===== src/rtl/lifo_shift_stack.sv =====
module lifo_shift_stack #(
  parameter int WIDTH = 8,
  parameter int DEPTH = 5
) (
  input  logic             clk,
  input  logic             rst,
  input  logic             push,
  input  logic             pop,
  input  logic [WIDTH-1:0] din,
  output logic [WIDTH-1:0] dout,
  output logic             full,
  output logic             empty
);
  localparam int CW = $clog2(DEPTH + 1);

  logic [WIDTH-1:0] stage [DEPTH];
  logic [CW-1:0]    count;
  logic             do_rep, do_push, do_pop;

  assign empty   = (count == '0);
  assign full    = (count == CW'(DEPTH));
  assign do_rep  = push && pop && !empty;
  assign do_push = push && !do_rep && !full;
  assign do_pop  = pop && !push && !empty;
  assign dout    = stage[0];

  always_ff @(posedge clk) begin
    if (rst)
      count <= '0;
    else if (do_push)
      count <= count + 1'b1;
    else if (do_pop)
      count <= count - 1'b1;
  end

  always_ff @(posedge clk) begin
    if (rst)
      stage[0] <= '0;
    else if (do_push || do_rep)
      stage[0] <= din;
    else if (do_pop)
      stage[0] <= (DEPTH > 1) ? stage[1 % DEPTH] : '0;
  end

  for (genvar i = 1; i < DEPTH; i++) begin : g_stage
    logic [WIDTH-1:0] below;
    if (i == DEPTH - 1) begin : g_last
      assign below = '0;
    end else begin : g_mid
      assign below = stage[i+1];
    end
    always_ff @(posedge clk) begin
      if (rst)
        stage[i] <= '0;
      else if (do_push)
        stage[i] <= stage[i-1];
      else if (do_pop)
        stage[i] <= below;
    end
  end
endmodule



===== config.mk =====
export PLATFORM = sky130hd
export DESIGN_NAME = lifo_shift_stack
export DESIGN_NICKNAME = d
export VERILOG_FILES = /design/src/rtl/lifo_shift_stack.sv
export SDC_FILE = /design/constraint.sdc
export NUM_CORES = 1
export LEC_CHECK = 0
export CAP_MARGIN = 5
export CORE_ASPECT_RATIO = 1.5
export CORE_MARGIN = 2
export CORE_UTILIZATION = 60
export DETAILED_ROUTE_END_ITERATION = 7
export DONT_BUFFER_PORTS = 1
export PLACE_DENSITY = 0.87
export SLEW_MARGIN = 20
export SYNTH_ARGS = -nofsm -noshare
export SYNTH_HDL_FRONTEND = slang
export SYNTH_SLANG_ARGS = --single-unit

===== constraint.sdc =====
create_clock -name clk -period 2.8 [get_ports clk]
set_clock_uncertainty 0.2 [all_clocks]
set_input_delay 0.42 -clock clk [delete_from_list [all_inputs] [get_ports clk]]
set_output_delay 0.42 -clock clk [all_outputs]
set_load 0.01 [all_outputs]

==> results.md, run 1 <==
* Max-slew violation count at 0
* Asr flop ratio synth at 0
* Diode count at 0
* Worst skew pair latency at a little under 300 ps
* Setup WS post-layout at a little under 500 ps
* Maximum clock path buffer count at 2
* Std cell rows at 25
* Worst slack at placement at roughly 520 ps
* HPWL Detailed at 2176 um
* Cell depth of the worst flop-to-flop path at 4
* Static Leak at 0.0007634 uW
* 1st-iter DRT viols at 40
* EDFF count, synth at 40
* Wire per inst at between 20 and 25 um
* TritonCTS clock tree: done
* Max-cap violations at 0
* Post-synth top cells: 40 x edfxtp_1, 32 x a22o_1, 8 x and2_1
* Synth cell types at 31
* Min-delay src: rst
* Worst reg2reg startpoint: count[1]
* H-tree depth at 2
* I/O Pins at 22
* Area grow syn2layout at 5.483%
* GR Overflow Total at 0
* Startpoint Class: register
* WP buf/inv at 0
* Maximum VDD drop at between 0.5 and 0.6 mV
* CP max stage delay at approximately 900 ps
* Count leader, synth: edfxtp_1
* Die width at approximately 50 um
* Post-Syn Nets at 137
* Drt first pass iters at 5
* Mapped Avg Cell Area at between 15 and 20 um2
* Fin Setup TNS at 0 ps
* Rel. slew slack at 0.2842
* First-pass GRT wire length at about 5400 um
* Die area at 0.003672 mm2
* CTS resizes at 0
* Total number of vias at between 1000 and 1500
* Core area at 0.003097 mm2
* Vias in the first global route at between 1000 and 1500
* Post-DRT Antenna Nets at 0
* DR vias/cell at about 6.6
* Largest cells by area after synthesis: edfxtp_1 63%, a22o_1 15%, dfxtp_1 3.1%
* Period utilisation layout at 0.8258
* Fillers at roughly 220
* CTS Hold Bufs at 1
* Top cell type's share of synthesized area at 0.6266
* Yosys reg bits at 43
* Worst min path class: in -> reg
* Achievable frequency at 432.5 MHz
* RSZ-0062 raised after global routing: no
* Nets at between 100 and 150
* IO Port Bufs at 0
* Hold Path Sink: count[1]
* Crit-path slowest cell: and4b_1
* Share of layout cells above drive strength 1 at 0.1111
* Final critical-path required period at 2312 ps
* Gr usage total at 0.2082
* Residual DRC at 0
* Critical path's top delay family: simple AND/OR/NAND/NOR gates
* CTS Buf Count at 5
* Clk root buf: clkbuf_8
* R2R Setup Slk at approximately 490 ps
* Setup bufs post-CTS at 0
* Antenna violations before repair at 0
* Power Dens Cells at roughly 840 mW/mm2
* Critical Path RT at roughly 2800 ps
* Crit path max fanout at 32
* Total detailed-routing wirelength at 3473 um
* YS warnings at 0
* Synthesized area at ~0.0019 mm2
* Worst-Margin Slew at 1073 ps
* Pin count of the biggest net entering global routing at 33
* Ys flop type: edfxtp_1
* Area leader, netlist: edfxtp_1
* Placer congestion estimate at approximately 0.72
* Die H at 73.23 um
* Endpoints failing setup at 0
* Cells after Synth at 124
* Clock Sinks at 43
* Clock slew at reported path FFs at approximately 80 ps
* CP Capture Type: register
* Worst-path cell chain: nor2b_1, o21ai_1, and4b_1, a22o_1
* Final hold vios at 0
* Reg2reg end: stage[1][4]
* Hold-critical path depth at 2
* Critical path class: reg -> reg
* Starting Density at 0.6190
* Arrival @ worst endpoint at 2270 ps
* Seq/Total Area, Yosys at 0.6580
* Outcome: complete, no violations
-- layer usage --
metal  vias up  routed length, um  track usage
li1        499                  -            -
met1       551               1482       0.2695
met2        34               1759       0.3173
met3         4                196      0.05533
met4         0                 35       0.1173
met5         -                  0            0
-- sequential cells by signal (all words and copies together) (netlist names) --
signal / cells
count: 3
stage: 40
-- kinds of logic after synthesis --
logic type	after synthesis	synth area share
AOI/OAI and AO/OA	40	0.1802
buffers and inverters	10	0.03785
muxes	2	0.01305
adders and majority gates	1	0.01044
and+or+nand+nor	28	0.1005
DFF	43	0.6580
-- how the worst max path moves through the flow --
stage | slack [ps] | to | cells past startpoint | from
floorplan | 660 | stage[1][0] | 4 | count[0]
global placement | 670 | stage[1][4] | 4 | count[1]
detailed placement | 520 | count[2] | 6 | count[0]
CTS | 500 | stage[1][4] | 4 | count[1]
global route | 330 | stage[2][0] | 4 | count[1]
finish | 490 | stage[1][4] | 4 | count[1]
-- metrics by stage --
step	hold WS [ps]	instance area, um2	total power, uW	util	std cells
2_1_floorplan	318.1	1917	1247	-	124
6_report	116.1	2022	1691	0.6529	166
3_3_place_gp	300.9	1919	1292	0.6198	157
5_1_grt	106.9	2022	1771	0.6529	166
3_5_place_dp	307.9	1919	1329	0.6198	157
4_1_cts	108.3	2007	1695	0.6481	165
-- placed cells by master (no fill, tap or decap) --
cell | Yosys | layout
mux2_4 | 1 | 1
inv_1 | 1 | 1
o21ai_0 | 1 | 1
clkbuf_8 | 0 | 5
o21ai_1 | 1 | 1
nand3_2 | 1 | 1
edfxtp_1 | 40 | 40
nand3b_1 | 1 | 1
a22o_1 | 32 | 32
buf_8 | 0 | 1
a21oi_1 | 2 | 2
buf_4 | 0 | 2
or3_1 | 1 | 1
nand4b_1 | 1 | 1
o21a_1 | 2 | 2
nand2_1 | 1 | 1
clkinv_2 | 0 | 1
mux2i_1 | 1 | 1
a311oi_1 | 1 | 1
clkinv_1 | 0 | 1
and4b_1 | 2 | 2
and2_1 | 8 | 8
nor3_4 | 0 | 1
nor3_1 | 1 | 1
nor3b_2 | 1 | 1
nor2_1 | 2 | 2
o31ai_4 | 1 | 1
nand2b_1 | 4 | 4
fa_1 | 1 | 1
nor2b_1 | 2 | 2
dfxtp_1 | 3 | 3
nor4_1 | 1 | 1
dlygate4sd3_1 | 0 | 1
nor3b_1 | 1 | 1
-- report_power, final --
group	internal, uW	total [uW]	switching (uW)	leakage (uW)
sequential	894	1020	130	0.000466
combinational	127	300	173	0.000256
clock	166	367	201	0.0000414
total	1190	1690	504	0.000763
-- cell type report --
cell class | instances | area, um2 | area share
clock buffers | 5 | 68.82 | 0.03403
clock inverters | 2 | 8.758 | 0.004332
inverters | 1 | 3.754 | 0.001856
multi-input cells | 71 | 589.3 | 0.2915
flip-flops and latches | 43 | 1261 | 0.6238
well taps | 40 | 50.05 | 0.02475
repair buffers | 4 | 40.04 | 0.01980
No activity file was read; power rests on OpenSTA's default activity.
==> inputs of run 2 (changes only) <==
Settings changed: CORE_UTILIZATION 60 to 55, PLACE_DENSITY 0.87 to 0.84.
Clock period 2.8 ns to 2 ns, I/O delays scaled along.
==> run 2 against run 1 <==
The flow now finishes with violations (setup timing). Sequential power up 38%. Register-to-register slack worse by 590 ps. Combinational power up 110%. Die area up 8.5%. Clock power up 40%. Maximum frequency up 9.9%. Clock-buffer cell count unchanged. Critical path depth up 2. Core utilization down 0.72 points. First-iteration DRC count down 20%. Highest routed layer unchanged.
==> results.md, run 2 (synthesis gave the netlist of run 1 again) <==
* Outcome: complete, but fails checks
* Failing checks: setup timing
* Final hold vios at 0 (unchanged)
* Final critical-path required period at 2104 ps (-207.9 ps)
* H-tree depth at 2 (unchanged)
* Min-delay src: din[7]
* Crit path max fanout at 6 (-81%)
* Placer congestion estimate at 0.7116 (-1.4%)
* HPWL Detailed at 2253 um (+3.6%)
* Largest registers: stage (40), count (3)
* First-pass GRT wire length at 5354 um (-1.4%)
* Critical Path RT at 2010 ps (-740 ps)
* Post-DP Area at 0.002009 mm2 (+4.7%)
* Commonest non-fill, non-tap cell in the layout: edfxtp_1
* Max-slew violation count at 0 (unchanged)
* Achievable frequency at 475.2 MHz (+9.9%)
* Startpoint Class: register
* Residual DRC at 0 (unchanged)
* Vias in the first global route at 1074 (+0.66%)
* Diode count at 0 (unchanged)
* Clock Sinks at 43 (unchanged)
* Std cell rows at 26 (+4.0%)
* Fin area at 0.002185 mm2 (+8.0%)
* Max-cap violations at 0 (unchanged)
* Share of layout cells above drive strength 1 at 0.2158 (+0.1047)
* Maximum clock path buffer count at 2 (unchanged)
* Arrival @ worst endpoint at 2110 ps (-160 ps)
* Die width at 52.20 um (+4.1%)
* Clock slew at reported path FFs at 80 ps (about the same)
* Hold Path Sink: stage[0][7]
* Crit. Startpoint: count[1]
* Drt first pass iters at 4 (-1)
* IO Port Bufs at 0 (unchanged)
* Post-route core utilization at 0.6457 (-0.007219)
* Power Dens Cells at 1163 mW/mm2 (+39%)
* Starting Density at 0.5666 (-0.05242)
* I/O Pins at 22 (unchanged)
* Cell depth of the worst flop-to-flop path at 6 (+2)
* Area grow syn2layout at 13.97%
* Period utilisation layout at 1.052 (+0.2263)
* Worst-Margin Slew at 605.3 ps (-467.6 ps)
* Setup WS post-layout at -104.3 ps (-592.1 ps)
* Pin count of the biggest net entering global routing at 33 (unchanged)
* Antenna violations before repair at 0 (unchanged)
* Rel. slew slack at 0.5952 (+0.3109)
* DR vias/cell at 6.414 (-2.1%)
* Worst reg2reg startpoint: count[1]
* Fillers at 253 (+14%)
* Hold-critical path depth at 1 (-1)
* 1st-iter DRT viols at 32 (-20%)
* R2R Setup Slk at -100 ps (-590 ps)
* Clk root buf: clkbuf_8
* Total detailed-routing wirelength at 3651 um (+5.1%)
* CTS Buf Count at 5 (unchanged)
* Wire per inst at 20.17 um (-3.6%)
* Die H at 76.31 um (+4.2%)
* Most flops, register: stage
* CP Capture Type: register
* Static Leak at 0.0008417 uW (+10%)
* Core area at 0.003383 mm2 (+9.3%)
* Die area at 0.003983 mm2 (+8.5%)
* GR Overflow Total at 0 (unchanged)
* Gr usage total at 0.1883 (-0.01987)
* Worst skew pair latency at 290 ps (about the same)
* Worst min path class: in -> reg
* Worst slack at placement at -125.9 ps (-648.5 ps)
* Endpoints failing setup at 1 (+1)
* Total number of vias at 1161 (+6.7%)
* Commonest cells after routing, fill and taps aside: 40 x edfxtp_1, 32 x a22o_1, 10 x buf_4, 8 x and2_1, 5 x clkbuf_8
* Critical path class: reg -> reg
* Max FFs per register at 40 (unchanged)
* Maximum VDD drop at 0.8648 mV (+71%)
* Nets at 152 (+9.4%)
* TritonCTS clock tree: done
* RSZ-0062 raised after global routing: yes
* Post-DRT Antenna Nets at 0 (unchanged)
* Reg2reg end: count[2]
run 2: power breakdown:
part / internal, uW / leakage, uW / switching, uW
Combinational: 307 / 0.000334 / 313
Clock: 233 / 0.0000414 / 280
Sequential: 1250 / 0.000466 / 155
run 2: layout make-up:
cell class | instances | area [um2] | share of cell area
Inverter | 1 | 3.754 | 0.001718
Sequential cell | 43 | 1262 | 0.5779
Multi-Input combinational cell | 71 | 608.1 | 0.2783
Clock inverter | 2 | 8.758 | 0.004009
Timing Repair Buffer | 17 | 180.2 | 0.08247
Tap cell | 42 | 52.55 | 0.02405
Clock buffer | 5 | 68.82 | 0.03150
run 2: worst max-delay path by stage:
| stage | slack, ps | depth (start not counted) | end |
|---|---|---|---|
| after global routing | -180 | 6 | count[2] |
| after global placement | -20 | 6 | count[2] |
| final | -100 | 6 | count[2] |
| after floorplan | 8 | 6 | count[2] |
| after detailed placement | -130 | 6 | count[2] |
| after CTS | -70 | 6 | count[2] |
run 2: layer usage:
layer / wire length [um] / global-route usage / vias to the layer above
met4: 74 / 0.1000 / 0
li1: - / - / 526
met1: 1534 / 0.2497 / 602
met2: 1887 / 0.2759 / 27
met5: 0 / 0 / -
met3: 154 / 0.05686 / 6
run 2: what timing repair did:
item / 4_1_cts / 5_1_grt
setup endpoints to repair: 33 / 7
setup buffers: 1 / 4
pin swaps: 1 / 4
resized for setup: 1 / 3
hold buffers: 1 / 2
hold endpoints to repair: 1 / 2
run 2: critical path, stage by stage (launching register included):
cell and delay (ps):
dfxtp_2 360, o31ai_4 310, nand3_2 140, fa_2 420
and4b_1 190, o21a_1 160, nor4_1 230
run 2: stage by stage:
stage | hold slack [ps] | power, uW | std cells | TNS, ps
5_1_grt | 8.073 | 2644 | 181 | -181.1
3_5_place_dp | 182.8 | 1964 | 165 | -2992
2_1_floorplan | 301.9 | 1751 | 124 | 0
6_report | 9.668 | 2540 | 181 | -104.3
4_1_cts | 2.358 | 2480 | 174 | -319.3
3_3_place_gp | 181.4 | 1910 | 165 | -17.01
==> inputs of run 3 (changes only) <==
Settings changed: CORE_UTILIZATION 55 to 60, PLACE_DENSITY 0.84 to 0.87, SETUP_SLACK_MARGIN from default to 0.15.
Clock period 2 ns to 2.4 ns, I/O delays scaled along.
==> run 3 against run 2 <==
The run now ends clean. Sequential cell count did not move. Sequential share of layout area is 3.9 points higher. Largest cell class unchanged. Hold slack better by 29 ps. Clock power fell by 15%. Non-clock buffer count fell by 12. Combinational power is 39% lower. Final cell count shrank 6.6%. Maximum frequency is 0.74% lower. Highest routed layer unchanged.
==> results.md, run 3 (synthesis gave the netlist of run 1 again) <==
* Critical path class: reg -> reg
* Fin area at 0.002047 mm2 (-6.3%)
* Antenna violations before repair at 0 (unchanged)
* Gr usage total at 0.2247 (+0.03639)
* Pwr Total at 2011 uW (-21%)
* Clock Sinks at 43 (unchanged)
* Pin count of the biggest net entering global routing at 33 (unchanged)
* Commonest cells after routing, fill and taps aside: 40 x edfxtp_1, 32 x a22o_1, 8 x and2_1, 5 x clkbuf_8
* CP Capture Type: register
* Outcome: complete, no violations
* Max-cap violations at 0 (unchanged)
* Worst min path class: in -> reg
* Static Leak at 0.0007691 uW (-8.6%)
* Drt first pass iters at 4 (unchanged)
* Period utilisation layout at 0.8833 (-0.1689)
* DR vias/cell at 6.704 (+4.5%)
* Wire per inst at 21.45 um (+6.3%)
* Nets at 141 (-7.2%)
* Critical Path RT at 2400 ps (+390 ps)
* Clk root buf: clkbuf_8
* Die area at 0.003672 mm2 (-7.8%)
* Max FFs per register at 40 (unchanged)
* First-pass GRT wire length at 5913 um (+10%)
* Residual DRC at 0 (unchanged)
* Die H at 73.23 um (-4.0%)
* Max-slew violation count at 0 (unchanged)
* Endpoints failing setup at 0 (-1)
* Most flops, register: stage
* Maximum clock path buffer count at 2 (unchanged)
* Placed insts at 157 (-4.8%)
* Final critical-path required period at 2120 ps (+15.61 ps)
* Commonest non-fill, non-tap cell in the layout: edfxtp_1
* 1st-iter DRT viols at 60 (+88%)
* Starting Density at 0.6190 (+0.05242)
* Arrival @ worst endpoint at 2120 ps (about the same)
* Worst-Margin Slew at 680.6 ps (+75.32 ps)
* IO Port Bufs at 0 (unchanged)
* Post-DRT Antenna Nets at 0 (unchanged)
* Die width at 50.15 um (-3.9%)
* CTS Buf Count at 5 (unchanged)
* Achievable frequency at 471.7 MHz (-0.74%)
* Maximum VDD drop at 0.6427 mV (-26%)
* Core area at 0.003097 mm2 (-8.5%)
* Startpoint Class: register
* Vias in the first global route at 1133 (+5.5%)
* Fin Setup TNS at 0 ps (+104.3 ps)
* Share of layout cells above drive strength 1 at 0.1473 (-0.06854)
* Largest registers: stage (40), count (3)
* Worst skew pair latency at 290 ps (about the same)
* Clock slew at reported path FFs at 80 ps (about the same)
* Placer congestion estimate at 0.6985 (-1.8%)
* RSZ-0062 raised after global routing: no
* Std cell rows at 25 (-3.8%)
* Crit path max fanout at 9 (+3)
* Diode count at 0 (unchanged)
* Area grow syn2layout at 6.788%
* Total detailed-routing wirelength at 3625 um (-0.71%)
* Final hold vios at 0 (unchanged)
* Total number of vias at 1133 (-2.4%)
* HPWL Detailed at 2184 um (-3.1%)
* H-tree depth at 2 (unchanged)
* GR Overflow Total at 0 (unchanged)
* I/O Pins at 22 (unchanged)
* Rel. slew slack at 0.5448 (-0.05038)
* Post-DP Area at 0.001919 mm2 (-4.5%)
* Non-filler cells, final at 169 (-6.6%)
* TritonCTS clock tree: done
* Power Dens Cells at 982.5 mW/mm2 (-16%)
## run 3: cell type report
| class | instances | area, um2 |
|---|---|---|
| inverters | 1 | 3.754 |
| clock buffers | 6 | 72.57 |
| repair buffers | 5 | 40.04 |
| fillers | 219 | 1050 |
| well taps | 40 | 50.05 |
| multi-input cells | 72 | 609.3 |
| flip-flops and latches | 43 | 1264 |
| clock inverters | 2 | 7.507 |
## run 3: repair_timing
item | 4_1_cts | 5_1_grt
hold buffers | 1 | 0
cloned | 1 | 0
setup buffers | 2 | 0
resized for setup | 2 | 2
setup endpoints to repair | 10 | 1
pin swaps | 2 | 1
endpoints found under the hold margin | 1 | 0
## run 3: critical path, cell delays in order (launching register included)
cell	delay, ps
dfxtp_2	450
nand3b_1	240
nand3_2	120
fa_2	380
and4b_1	200
o21a_1	170
nor4_1	260
## run 3: path summary, 6_finish.rpt
kind                               endpoint  slack (ps)  depth (start not counted)         from
worst max-delay path               count[2]         280                          6     count[1]
worst max register to register     count[2]         280                          6     count[1]
worst min register to register  stage[3][2]         360                          1  stage[4][2]
worst min-delay path               count[1]          40                          2          rst
## run 3: where the power goes
part / switching (uW) / internal (uW) / total [uW]
clock network: 235 / 198 / 433
logic: 215 / 164 / 379
registers: 153 / 1050 / 1200
## run 3: metrics by stage
| step | worst slack, ps | hold slack [ps] | util |
|---|---|---|---|
| 6_report | 280.1 | 39.09 | 0.6610 |
| 5_1_grt | 195.6 | 39.79 | 0.6610 |
| 4_1_cts | 116.9 | 31.34 | 0.6578 |
| 3_5_place_dp | 86.43 | 249.4 | 0.6198 |
| 3_3_place_gp | 267.9 | 241.5 | 0.6198 |
| 2_1_floorplan | 255.2 | 318.1 | - |
## run 3: routing by layer
layer  vias up  GRT usage  wire, um
li1        508          -         -
met1       574     0.2916      1452
met2        41     0.3465      1881
met3        10    0.07582       209
met4         0    0.09259        82
met5         -          0         0
